[config.mk]
export PLATFORM = sky130hd
export DESIGN_NAME = sra_flag_unit
export DESIGN_NICKNAME = d
export VERILOG_FILES = /design/src/rtl/sra_pkg.sv /design/src/rtl/sra_ctrl.sv /design/src/rtl/sra_datapath.sv /design/src/rtl/sra_flag_unit.sv
export SDC_FILE = /design/constraint.sdc
export NUM_CORES = 1
export LEC_CHECK = 0
export BUFFER_PORTS_ARGS = -buffer_cell sky130_fd_sc_hd__buf_2
export CAP_MARGIN = 0
export CORE_ASPECT_RATIO = 0.6
export CORE_UTILIZATION = 28
export CTS_CLUSTER_SIZE = 12
export DETAILED_ROUTE_END_ITERATION = 10
export PLACE_DENSITY = 0.46
export SLEW_MARGIN = 5
export SYNTH_ARGS = -nofsm -noshare
export SYNTH_HDL_FRONTEND = slang
export SYNTH_SLANG_ARGS = --single-unit
[constraint.sdc]
create_clock -name clk -period 3.85 [get_ports clk]
set_input_delay 0.9625 -clock clk [delete_from_list [all_inputs] [get_ports clk]]
set_output_delay 0.9625 -clock clk [all_outputs]
set_load 0.005 [all_outputs]
[src/rtl/sra_pkg.sv]
package sra_pkg;
  typedef struct packed {
    logic loadRes;
    logic loadCr;
  } ctrlStrobes_t;

  localparam int CR_W = 4;
  localparam int CR_LT = 3;
  localparam int CR_GT = 2;
  localparam int CR_EQ = 1;
  localparam int CR_SO = 0;
endpackage

[src/rtl/sra_ctrl.sv]
module sra_ctrl
  import sra_pkg::*;
(
  input  logic         clk,
  input  logic         rstN,
  input  logic         inValid,
  input  logic         recordMode,
  output ctrlStrobes_t strobes,
  output logic         outValid,
  output logic         crWrite
);
  // load strobes are issued in the cycle the operation arrives
  always_comb begin
    strobes.loadRes = inValid;
    strobes.loadCr  = inValid & recordMode;
  end

  always_ff @(posedge clk) begin
    if (!rstN) begin
      outValid <= 1'b0;
      crWrite  <= 1'b0;
    end else begin
      outValid <= strobes.loadRes;
      crWrite  <= strobes.loadCr;
    end
  end
endmodule

[src/rtl/sra_datapath.sv]
module sra_datapath
  import sra_pkg::*;
#(
  parameter int DATA_W     = 32,
  parameter bit USE_BARREL = 1'b1
)(
  input  logic              clk,
  input  logic              rstN,
  input  ctrlStrobes_t      strobes,
  input  logic [DATA_W-1:0] srcWord,
  input  logic [DATA_W-1:0] amtWord,
  input  logic              soIn,
  output logic [DATA_W-1:0] resultWord,
  output logic              carryOut,
  output logic [CR_W-1:0]   crField
);
  localparam int LOG_W = $clog2(DATA_W);
  localparam int CNT_W = LOG_W + 1;

  logic [CNT_W-1:0]  amt;
  logic              signBit;
  logic              overRange;
  logic [DATA_W-1:0] shifted;
  logic [DATA_W-1:0] lostMask;
  logic              carryNext;
  logic [CR_W-1:0]   crNext;

  assign amt       = amtWord[CNT_W-1:0];
  assign signBit   = srcWord[DATA_W-1];
  assign overRange = amt[CNT_W-1];

  generate
    if (USE_BARREL) begin : g_barrel
      logic [DATA_W-1:0] stage [LOG_W+1];
      assign stage[0] = srcWord;
      for (genvar k = 0; k < LOG_W; k++) begin : g_stage
        localparam int STEP = 1 << k;
        assign stage[k+1] = amt[k]
          ? {{STEP{signBit}}, stage[k][DATA_W-1:STEP]}
          : stage[k];
      end
      assign shifted = overRange ? {DATA_W{signBit}} : stage[LOG_W];
    end else begin : g_operator
      assign shifted = overRange ? {DATA_W{signBit}}
                                 : DATA_W'($signed(srcWord) >>> amt);
    end
  endgenerate

  // mask of the source positions that fall off the low end
  always_comb begin
    lostMask = '0;
    for (int i = 0; i < DATA_W; i++) begin
      if (overRange || (i < int'(amt[LOG_W-1:0]))) lostMask[i] = 1'b1;
    end
  end

  assign carryNext = signBit & (|(srcWord & lostMask));

  always_comb begin
    crNext        = '0;
    crNext[CR_LT] = shifted[DATA_W-1];
    crNext[CR_GT] = ~shifted[DATA_W-1] & (|shifted);
    crNext[CR_EQ] = ~(|shifted);
    crNext[CR_SO] = soIn;
  end

  always_ff @(posedge clk) begin
    if (!rstN) begin
      resultWord <= '0;
      carryOut   <= 1'b0;
      crField    <= '0;
    end else begin
      if (strobes.loadRes) begin
        resultWord <= shifted;
        carryOut   <= carryNext;
      end
      if (strobes.loadCr) crField <= crNext;
    end
  end
endmodule

[src/rtl/sra_flag_unit.sv]
module sra_flag_unit
  import sra_pkg::*;
#(
  parameter int DATA_W     = 32,
  parameter bit USE_BARREL = 1'b1
)(
  input  logic              clk,
  input  logic              rstN,
  input  logic              inValid,
  input  logic [DATA_W-1:0] srcWord,
  input  logic [DATA_W-1:0] amtWord,
  input  logic              recordMode,
  input  logic              soIn,
  output logic              outValid,
  output logic [DATA_W-1:0] resultWord,
  output logic              carryOut,
  output logic [CR_W-1:0]   crField,
  output logic              crWrite
);
  ctrlStrobes_t strobes;

  sra_ctrl u_ctrl (
    .clk(clk), .rstN(rstN), .inValid(inValid), .recordMode(recordMode),
    .strobes(strobes), .outValid(outValid), .crWrite(crWrite)
  );

  sra_datapath #(.DATA_W(DATA_W), .USE_BARREL(USE_BARREL)) u_dp (
    .clk(clk), .rstN(rstN), .strobes(strobes), .srcWord(srcWord),
    .amtWord(amtWord), .soIn(soIn), .resultWord(resultWord),
    .carryOut(carryOut), .crField(crField)
  );
endmodule

==> impl_metrics.yaml, run 1 <==
outcome:
  status: "complete, no violations"
floorplanning:
  dieArea_mm2: 0.0147
  initial_core_util_pct: 28.9
  pin_count: 108
  coreArea_mm2: 0.0138
  rows: 33
  dieHeight_um: 94.4
  die_w_um: 156
synthesis:
  synth-compound-area-share_pct: 27.1
  synthAdderAreaFrac_pct: 0
  synth_top_family_by_area: "compound AO/OA/AOI/OAI gates"
  ys_warn_count: 0
  syn-cell-area_mm2: 0.00399
  synth_top_area_cell: "dfxtp_1"
  muxShareOfSynthArea_pct: 26.3
  synth_top_area_share_pct: 19.6
  synthSimpleGateAreaFrac_pct: 20.0
  synth_edf_count: 0
  synthArstFlopShare_pct: 0
  ys_seq_elements: 39
  syn_inst: 492
  syn_nets: 561
  synthXorXnorAreaFrac_pct: 0
  ys_top_cells_by_area: "dfxtp_1, mux4_2, mux2i_1, a21oi_1, nand2_1"
  synth-seq-area-share_pct: 19.6
  synth_cell_types: 69
  ys.flop_type: "dfxtp_1"
  syn_avg_cell_area_um2: 8.10
route:
  routed.top_layer: "met4"
  vias: 4524
  ant_nets: 0
  drc: 0
  met1_length_um: 8540
  drtIter0Drc: 513
  met3_length_um: 1770
  first_pass_iters: 5
  routed_wl_um: 16700
  wl_per_cell_um: 21.7
  via_per_inst: 5.88
  wl_met2_um: 6310
clock_network:
  clk_latency_ns: 0.28
  tritoncts: "yes"
  clk_pin_slew_worst_paths_ns: 0.06
  hold_buffers: 0
  post_cts.repair.setup_buffers: 0
  ctsResizeCount: 0
  htreeDepth: 2
  cts.sinks: 39
  numCtsBuffers: 5
  ctsRootBufferMaster: "clkbuf_16"
  clockBufferDepth: 2
placement:
  io_buffers: 81
  placed_cell_area_mm2: 0.00472
  gp_congestion: 0.931
  dpl.hpwl_um: 13300
grt:
  grt_pass1_wl_um: 25300
  overflow: 0
  grt_pass1_vias: 4055
  grt_usage_pct: 23.1
  grt_max_degree: 29
  antenna_found_initial: 0
final_layout:
  fin_area_mm2: 0.00486
  mostFrequentLayoutCell: "buf_2"
  fillCellCount: 1514
  final_cell_mix: "buf_2, nand2_1, nor2_1"
  drive_gt1_share_pct: 31.9
  num_antenna_cells: 0
  nNetsFinal: 645
  area_growth_pct: 22.0
sta:
  maxSlewViolCount: 0
  fmax_mhz: 282
  worstMarginPinSlew_ns: 0.801
  rsz0062_at_grt: "false"
  hold_violations: 0
  setup_viol: 0
  finClkSkew_ns: 0
  finalCriticalPeriod_ns: 3.55
  tns_ns: 0
  post-route-period-util_pct: 92.2
  slew_headroom_pct: 46.5
worst_setup_path:
  worstPathArrival_ns: 3.73
  path_max_fanout: 15
  path_class: "in -> reg"
  critPathMaxStageDelay_ns: 0.54
  start_kind: "input port"
  crit_required_ns: 4.03
  cp_cell_sequence: "buf_2 -> buf_4 -> mux4_2 -> mux2i_1 -> a211o_1 -> o21ai_0 -> nor4b_2 -> nand4_1 -> o41ai_2"
  slowest_stage: "mux4_2"
  worstSetupEndpointType: "flip-flop"
pwr:
  power.leakage_nw: 2.02
  ir_drop_uv: 202
  p_per_area_mw_per_mm2: 287
run:
  cap_viol_max_count: 0
min_path:
  hp-class: "reg -> reg"
==> final cells by class <==
cell class	instances	area, um2	area share (%)
clock buffers	6	129	2.65
clock inverters	2	12.5	0.257
inverters	7	26.3	0.540
multi-input cells	398	2930	60.2
flip-flops and latches	39	781	16.0
well taps	192	240	4.94
repair buffers	125	748	15.4
==> stage by stage <==
step | total power, mW | util, % | worst slack, ns | std cells | hold slack [ns]
global placement | 0.994 | 34.2 | 0.0606 | 761 | 0.440
global route | 1.48 | 35.3 | 0.104 | 769 | 0.483
CTS | 1.40 | 35.3 | 0.314 | 769 | 0.451
floorplan | 0.780 | - | 0.750 | 492 | 0.453
finish | 1.40 | 35.3 | 0.301 | 769 | 0.454
detailed placement | 0.996 | 34.2 | 0.0187 | 761 | 0.443
==> worst paths after layout <==
| kind | startpoint | slack [ns] | endpoint | cells past startpoint |
|---|---|---|---|---|
| worst max-delay path | amtWord[1] | 0.30 | u_dp.crField[1] | 9 |
| worst min-delay path | u_dp.crField[0] | 0.45 | u_dp.crField[0] | 2 |
| worst max register to register | u_dp.crField[2] | 3.05 | u_dp.crField[2] | 2 |
| worst min register to register | u_dp.crField[0] | 0.45 | u_dp.crField[0] | 2 |
==> synthesized netlist by cell type, types with 3 or more instances <==
library cell	instances
nor2b_1	8
a21oi_1	40
buf_2	11
mux2i_1	40
and2_1	6
o211ai_1	11
nor3_1	11
nand2b_1	10
dfxtp_1	39
a31oi_1	5
a311oi_1	3
nand4_1	3
mux2_2	7
o21ai_0	26
clkbuf_1	27
o21ai_1	3
nand3_1	12
inv_1	5
nand2_1	52
a22oi_1	10
o21a_1	3
buf_1	4
o22ai_1	19
buf_6	3
a211o_1	3
nor2_1	45
mux4_2	24
a211oi_1	4
or2_2	3
a32oi_1	3
==> critical path, delay by kind of cell <==
| family | cells | cell delay, ns |
|---|---|---|
| AO/OA/AOI/OAI | 3 | 0.69 |
| multiplexers | 2 | 0.86 |
| AND/OR/NAND/NOR | 2 | 0.58 |
| buffers and inverters | 2 | 0.63 |
==> kinds of logic after synthesis <==
kind of cell,count (synthesis)
AOI/OAI and AO/OA,160
and+or+nand+nor,165
buffers and inverters,55
DFF,39
muxes,73
==> power breakdown <==
part / internal [mW] / switching, mW
sequential: 0.433 / 0.0145
combinational: 0.229 / 0.324
clock: 0.239 / 0.159
total: 0.901 / 0.497
==> sequential cells by signal, summed over array words and instances, names as in the netlist <==
name and count:
u_dp.crField 4, u_dp.carryOut 1, u_dp.resultWord 32, u_ctrl.crWrite 1
u_ctrl.outValid 1
==> layer usage <==
metal	GRT usage [%]	up-vias
li1	-	2052
met1	37.4	2207
met2	30.2	257
met3	6.01	8
met4	1.39	0
met5	0	-
Note: power is estimated with default switching activity, not from simulation.
==> inputs of run 2 (changes only) <==
Settings changed: PLACE_DENSITY 0.46 to 0.48.
Clock period 3.85 ns to 2.9 ns, I/O delays scaled along.
==> run 2 against run 1 <==
Against the previous run: the run now ends with negative setup slack left; core utilization increased by 7.5 points; cell count increased by 16%; critical path depth increased by 1; sequential share of layout area decreased by 2.8 points; non-clock buffer count increased by 120; critical path type unchanged; largest cell class unchanged.
==> impl_metrics.yaml, run 2 (synthesized netlist as in run 1, its figures left out) <==
pwr:
  power_mw: 2.06
  internal_power_mw: 1.34
  power_frac_clock_pct: 25.9
  p_comb_share_pct: 45.2
  p_sw_mw: 0.715
  power.leakage_nw: 2.63
  switching_share_pct: 34.7
  p_seq_share_pct: 28.8
  ir_drop_uv: 224
  p_per_area_mw_per_mm2: 349
final_layout:
  top_register: "u_dp.resultWord"
  nNetsFinal: 765
  mostFrequentLayoutCell: "buf_4"
  largest_reg_flops: 32
  top_regs: "u_dp.resultWord: 32 flops, u_dp.crField: 4 flops"
  drive_gt1_share_pct: 45.1
  num_antenna_cells: 0
  final_util_pct: 42.8
  area_growth_pct: 47.9
  final_cells: 889
  final_cell_mix: "buf_4, buf_2, nand2_1"
  fillCellCount: 1402
placement:
  dpl.hpwl_um: 14500
  dp_slack_ns: -0.628
  gp_congestion: 0.973
  io_buffers: 81
  numPlacedInstances: 875
route:
  drtIter0Drc: 519
  drc: 0
  vias: 4993
  first_pass_iters: 5
  ant_nets: 0
  wl_per_cell_um: 20.1
  via_per_inst: 5.62
  routed_wl_um: 17900
sta:
  maxSlewViolCount: 0
  setup_viol: 2
  worst_slack_ns: -0.0420
  fmax_mhz: 340
  hold_violations: 0
  post-route-period-util_pct: 101
  slew_headroom_pct: 61.1
  finalCriticalPeriod_ns: 2.94
  finClkSkew_ns: 0
  rsz0062_at_grt: "true"
  hold_ws_ns: 0.463
  worstMarginPinSlew_ns: 0.577
grt:
  grt_pass1_vias: 4577
  overflow: 0
  grt_max_degree: 30
  grt_usage_pct: 24.2
  grt_pass1_wl_um: 26600
  antenna_found_initial: 0
worst_setup_path:
  start_kind: "input port"
  worstSetupEndpointType: "flip-flop"
  path_max_fanout: 7
  reg2reg_from: "u_dp.crField[2]"
  cp-startpoint: "amtWord[1]"
  path_class: "in -> reg"
  worstPathArrival_ns: 3.12
  crit_required_ns: 3.07
clock_network:
  htreeDepth: 2
  clockBufferDepth: 2
  cts.sinks: 39
  numCtsBuffers: 5
  clk_latency_ns: 0.28
  hold_buffers: 0
  tritoncts: "yes"
  ctsRootBufferMaster: "clkbuf_16"
  clk_pin_slew_worst_paths_ns: 0.06
run:
  cap_viol_max_count: 0
outcome:
  status: "complete, but fails checks"
  violations: "negative setup slack"
floorplanning:
  die_w_um: 156
  dieArea_mm2: 0.0147
  rows: 33
  dieHeight_um: 94.4
  pin_count: 108
  initial_core_util_pct: 28.9
  coreArea_mm2: 0.0138
min_path:
  hp-start: "u_dp.crField[3]"
  hp-class: "reg -> reg"
[run 2: cell count changes in the layout (fill, tap and decap cells not counted), moves of 2 or more]
cell | before | now
mux2i_1 | 40 | 37
a22oi_1 | 10 | 8
a22oi_2 | 1 | 3
buf_2 | 81 | 78
buf_4 | 43 | 160
mux2i_2 | 0 | 3
[run 2: stage by stage]
step,TNS [ns],instance area [um2]
final,-0.0649,5900
after CTS,-0.0143,5820
after global placement,-1.77,5590
after global routing,-0.213,5900
after floorplan,0,3990
after detailed placement,-2.19,5590
[run 2: final cells by class]
| class | count | area (um2) | share of cell area, % |
|---|---|---|---|
| multi-input combinational | 398 | 2990 | 50.7 |
| tap | 192 | 240 | 4.07 |
| clock buffer | 5 | 125 | 2.12 |
| clock inverter | 3 | 20.0 | 0.339 |
| inverter | 7 | 26.3 | 0.445 |
| timing repair buffer | 245 | 1720 | 29.1 |
| sequential | 39 | 781 | 13.2 |
[run 2: final timing paths]
kind | end | slack (ns) | depth (start not counted)
worst max-delay path | u_dp.crField[2] | -0.04 | 10
worst min-delay path | u_dp.crField[3] | 0.46 | 2
worst max register to register | u_dp.crField[2] | 2.08 | 2
worst min register to register | u_dp.crField[3] | 0.46 | 2
[run 2: power groups by stage]
stage               registers, mW  logic, mW  clock network [mW]
floorplan                   0.607      0.429                   0
CTS                         0.594      0.895               0.552
global route                0.597      0.991               0.571
global placement            0.604      0.869                   0
finish                      0.594      0.931               0.534
detailed placement          0.605      0.873                   0
[run 2: what timing repair did]
action,CTS,global route
cloned,0,1
pin swaps,4,6
resized for setup,13,9
buffers inserted,2,3
setup endpoints to repair,2,4
[run 2: worst max-delay path, stage by stage]
cell and delay [ns]:
buf_16 0.11, buf_4 0.19, mux2i_2 0.29, o22ai_1 0.18
o21a_1 0.24, o211ai_1 0.39, nand4b_1 0.24, nor4b_4 0.27
nand4_1 0.18, a211o_1 0.29
[run 2: metal layers]
metal  wire [um]  vias to the layer above  GRT usage [%]  share of wire [%]
li1            -                     2298              -                  -
met2        6820                      277           32.1                 38
met1        8890                     2405           38.2                 50
met5           0                        -              0                  0
met3        2020                       13           5.83                 11
met4         138                        0           3.84               0.77
==> inputs of run 3 (changes only) <==
Settings changed: BUFFER_PORTS_ARGS -buffer_cell sky130_fd_sc_hd__buf_2 to default, DONT_BUFFER_PORTS from default to 1, PLACE_DENSITY 0.48 to 0.41.
==> run 3 against run 2 <==
Against the previous run: the flow now finishes without violations; critical endpoint is now u_dp.crField[1]; global-route usage down 1.8 points; setup slack better by 0.097 ns; largest power group is now registers; largest cell class unchanged; sequential cell count unchanged; cell count down 22%; clock skew unchanged; die area unchanged; final area down 24%; sequential share of layout area up 4.1 points; clock power about the same.
==> impl_metrics.yaml, run 3 (synthesized netlist as in run 1, its figures left out) <==
worst_setup_path:
  reg2reg_to: "u_dp.crField[2]"
  crit_required_ns: 3.08
  path_max_fanout: 69
  start_kind: "input port"
  path_class: "in -> reg"
  worstPathArrival_ns: 3.03
  reg2reg_from: "u_dp.crField[2]"
  reg2reg_setup_slack_ns: 2.06
  reg2regPathDepth: 2
  worstSetupEndpointType: "flip-flop"
floorplanning:
  rows: 33
  initial_core_util_pct: 28.9
  coreArea_mm2: 0.0138
  die_w_um: 156
  dieHeight_um: 94.4
  dieArea_mm2: 0.0147
  pin_count: 108
final_layout:
  final_cell_mix: "nand2_1, buf_4, nor2_1"
  final_cells: 692
  top_regs: "u_dp.resultWord: 32 flops, u_dp.crField: 4 flops"
  num_antenna_cells: 0
  mostFrequentLayoutCell: "nand2_1"
  fin_area_mm2: 0.00451
  largest_reg_flops: 32
  nNetsFinal: 569
  drive_gt1_share_pct: 21.8
  area_growth_pct: 13.0
  top_register: "u_dp.resultWord"
pwr:
  power.leakage_nw: 1.70
  switching_share_pct: 30.3
  p_comb_share_pct: 33.3
  internal_power_mw: 1.19
  p_seq_share_pct: 35.3
  p_per_area_mw_per_mm2: 379
  power_frac_clock_pct: 31.4
  ir_drop_uv: 208
  p_sw_mw: 0.519
outcome:
  status: "complete, no violations"
clock_network:
  hold_buffers: 0
  numCtsBuffers: 5
  clk_pin_slew_worst_paths_ns: 0.05
  post_cts.repair.setup_buffers: 0
  ctsRootBufferMaster: "clkbuf_16"
  ctsResizeCount: 0
  cts.sinks: 39
  clk_latency_ns: 0.28
  tritoncts: "yes"
  htreeDepth: 2
  clockBufferDepth: 2
placement:
  placed_cell_area_mm2: 0.00436
  dpl.hpwl_um: 12500
  io_buffers: 0
  gp_congestion: 0.896
  numPlacedInstances: 685
  dp_slack_ns: -0.166
route:
  drtIter0Drc: 561
  vias: 4167
  routed_wl_um: 16300
  via_per_inst: 6.02
  met3_length_um: 2000
  met1_length_um: 8090
  drc: 0
  wl_per_cell_um: 23.5
  wl_met2_um: 6070
  routed.top_layer: "met4"
  first_pass_iters: 5
  ant_nets: 0
grt:
  grt_max_degree: 70
  grt_pass1_vias: 3844
  grt_pass1_wl_um: 24600
  grt_usage_pct: 22.3
  overflow: 0
  antenna_found_initial: 0
sta:
  setup_viol: 0
  slew_headroom_pct: 60.2
  rsz0062_at_grt: "false"
  worst_slack_ns: 0.0545
  maxSlewViolCount: 0
  worstMarginPinSlew_ns: 0.588
  fmax_mhz: 351
  finClkSkew_ns: 0
  finalCriticalPeriod_ns: 2.85
  post-route-period-util_pct: 98.1
  hold_ws_ns: 0.473
  hold_violations: 0
min_path:
  hp-start: "u_dp.crField[0]"
  hp-class: "reg -> reg"
  whs_path_depth: 2
  hold_path_end: "u_dp.crField[0]"
run:
  cap_viol_max_count: 0
run 3: routing by layer:
layer  up-vias  track usage, %
li1       1898               -
met1      2033            35.4
met2       224            28.1
met3        12            7.66
met4         0            2.86
met5         -               0
run 3: worst max path at each step:
stage	start	endpoint	slack, ns	depth (start not counted)
after floorplan	amtWord[1]	u_dp.crField[2]	0.04	10
after global placement	amtWord[1]	u_dp.crField[2]	-0.14	8
after detailed placement	amtWord[1]	u_dp.crField[1]	-0.17	8
after CTS	amtWord[1]	u_dp.crField[1]	0.12	8
after global routing	amtWord[1]	u_dp.crField[1]	0.003	8
final	amtWord[1]	u_dp.crField[1]	0.05	8
run 3: critical path, stage by stage:
cell and delay (ns):
mux4_2 0.52, mux2i_1 0.29, o22ai_1 0.26, o41ai_2 0.45, nand2_1 0.09, a21oi_1 0.15, nand4_1 0.17, o41ai_2 0.32
run 3: stage by stage:
stage               setup TNS, ns  utilization, %  total power, mW
floorplan                       0               -             1.04
global placement           -0.260            31.6             1.17
detailed placement         -0.323            31.6             1.17
CTS                             0            32.6             1.72
global route                    0            32.7             1.80
finish                          0            32.7             1.71
run 3: layout make-up:
class                      instances  area [um2]
multi-input combinational        398        2940
timing repair buffer              49         380
fill                            1493        9280
clock buffer                       6         139
sequential                        39         781
clock inverter                     1        5.00
tap                              192         240
inverter                           7        26.3
run 3: power by group through the flow:
stage               clock, mW  sequential, mW  combinational, mW
finish                  0.537           0.604              0.569
global route            0.578           0.609              0.609
CTS                     0.559           0.605              0.556
detailed placement          0           0.617              0.552
global placement            0           0.616              0.556
floorplan                   0           0.607              0.429
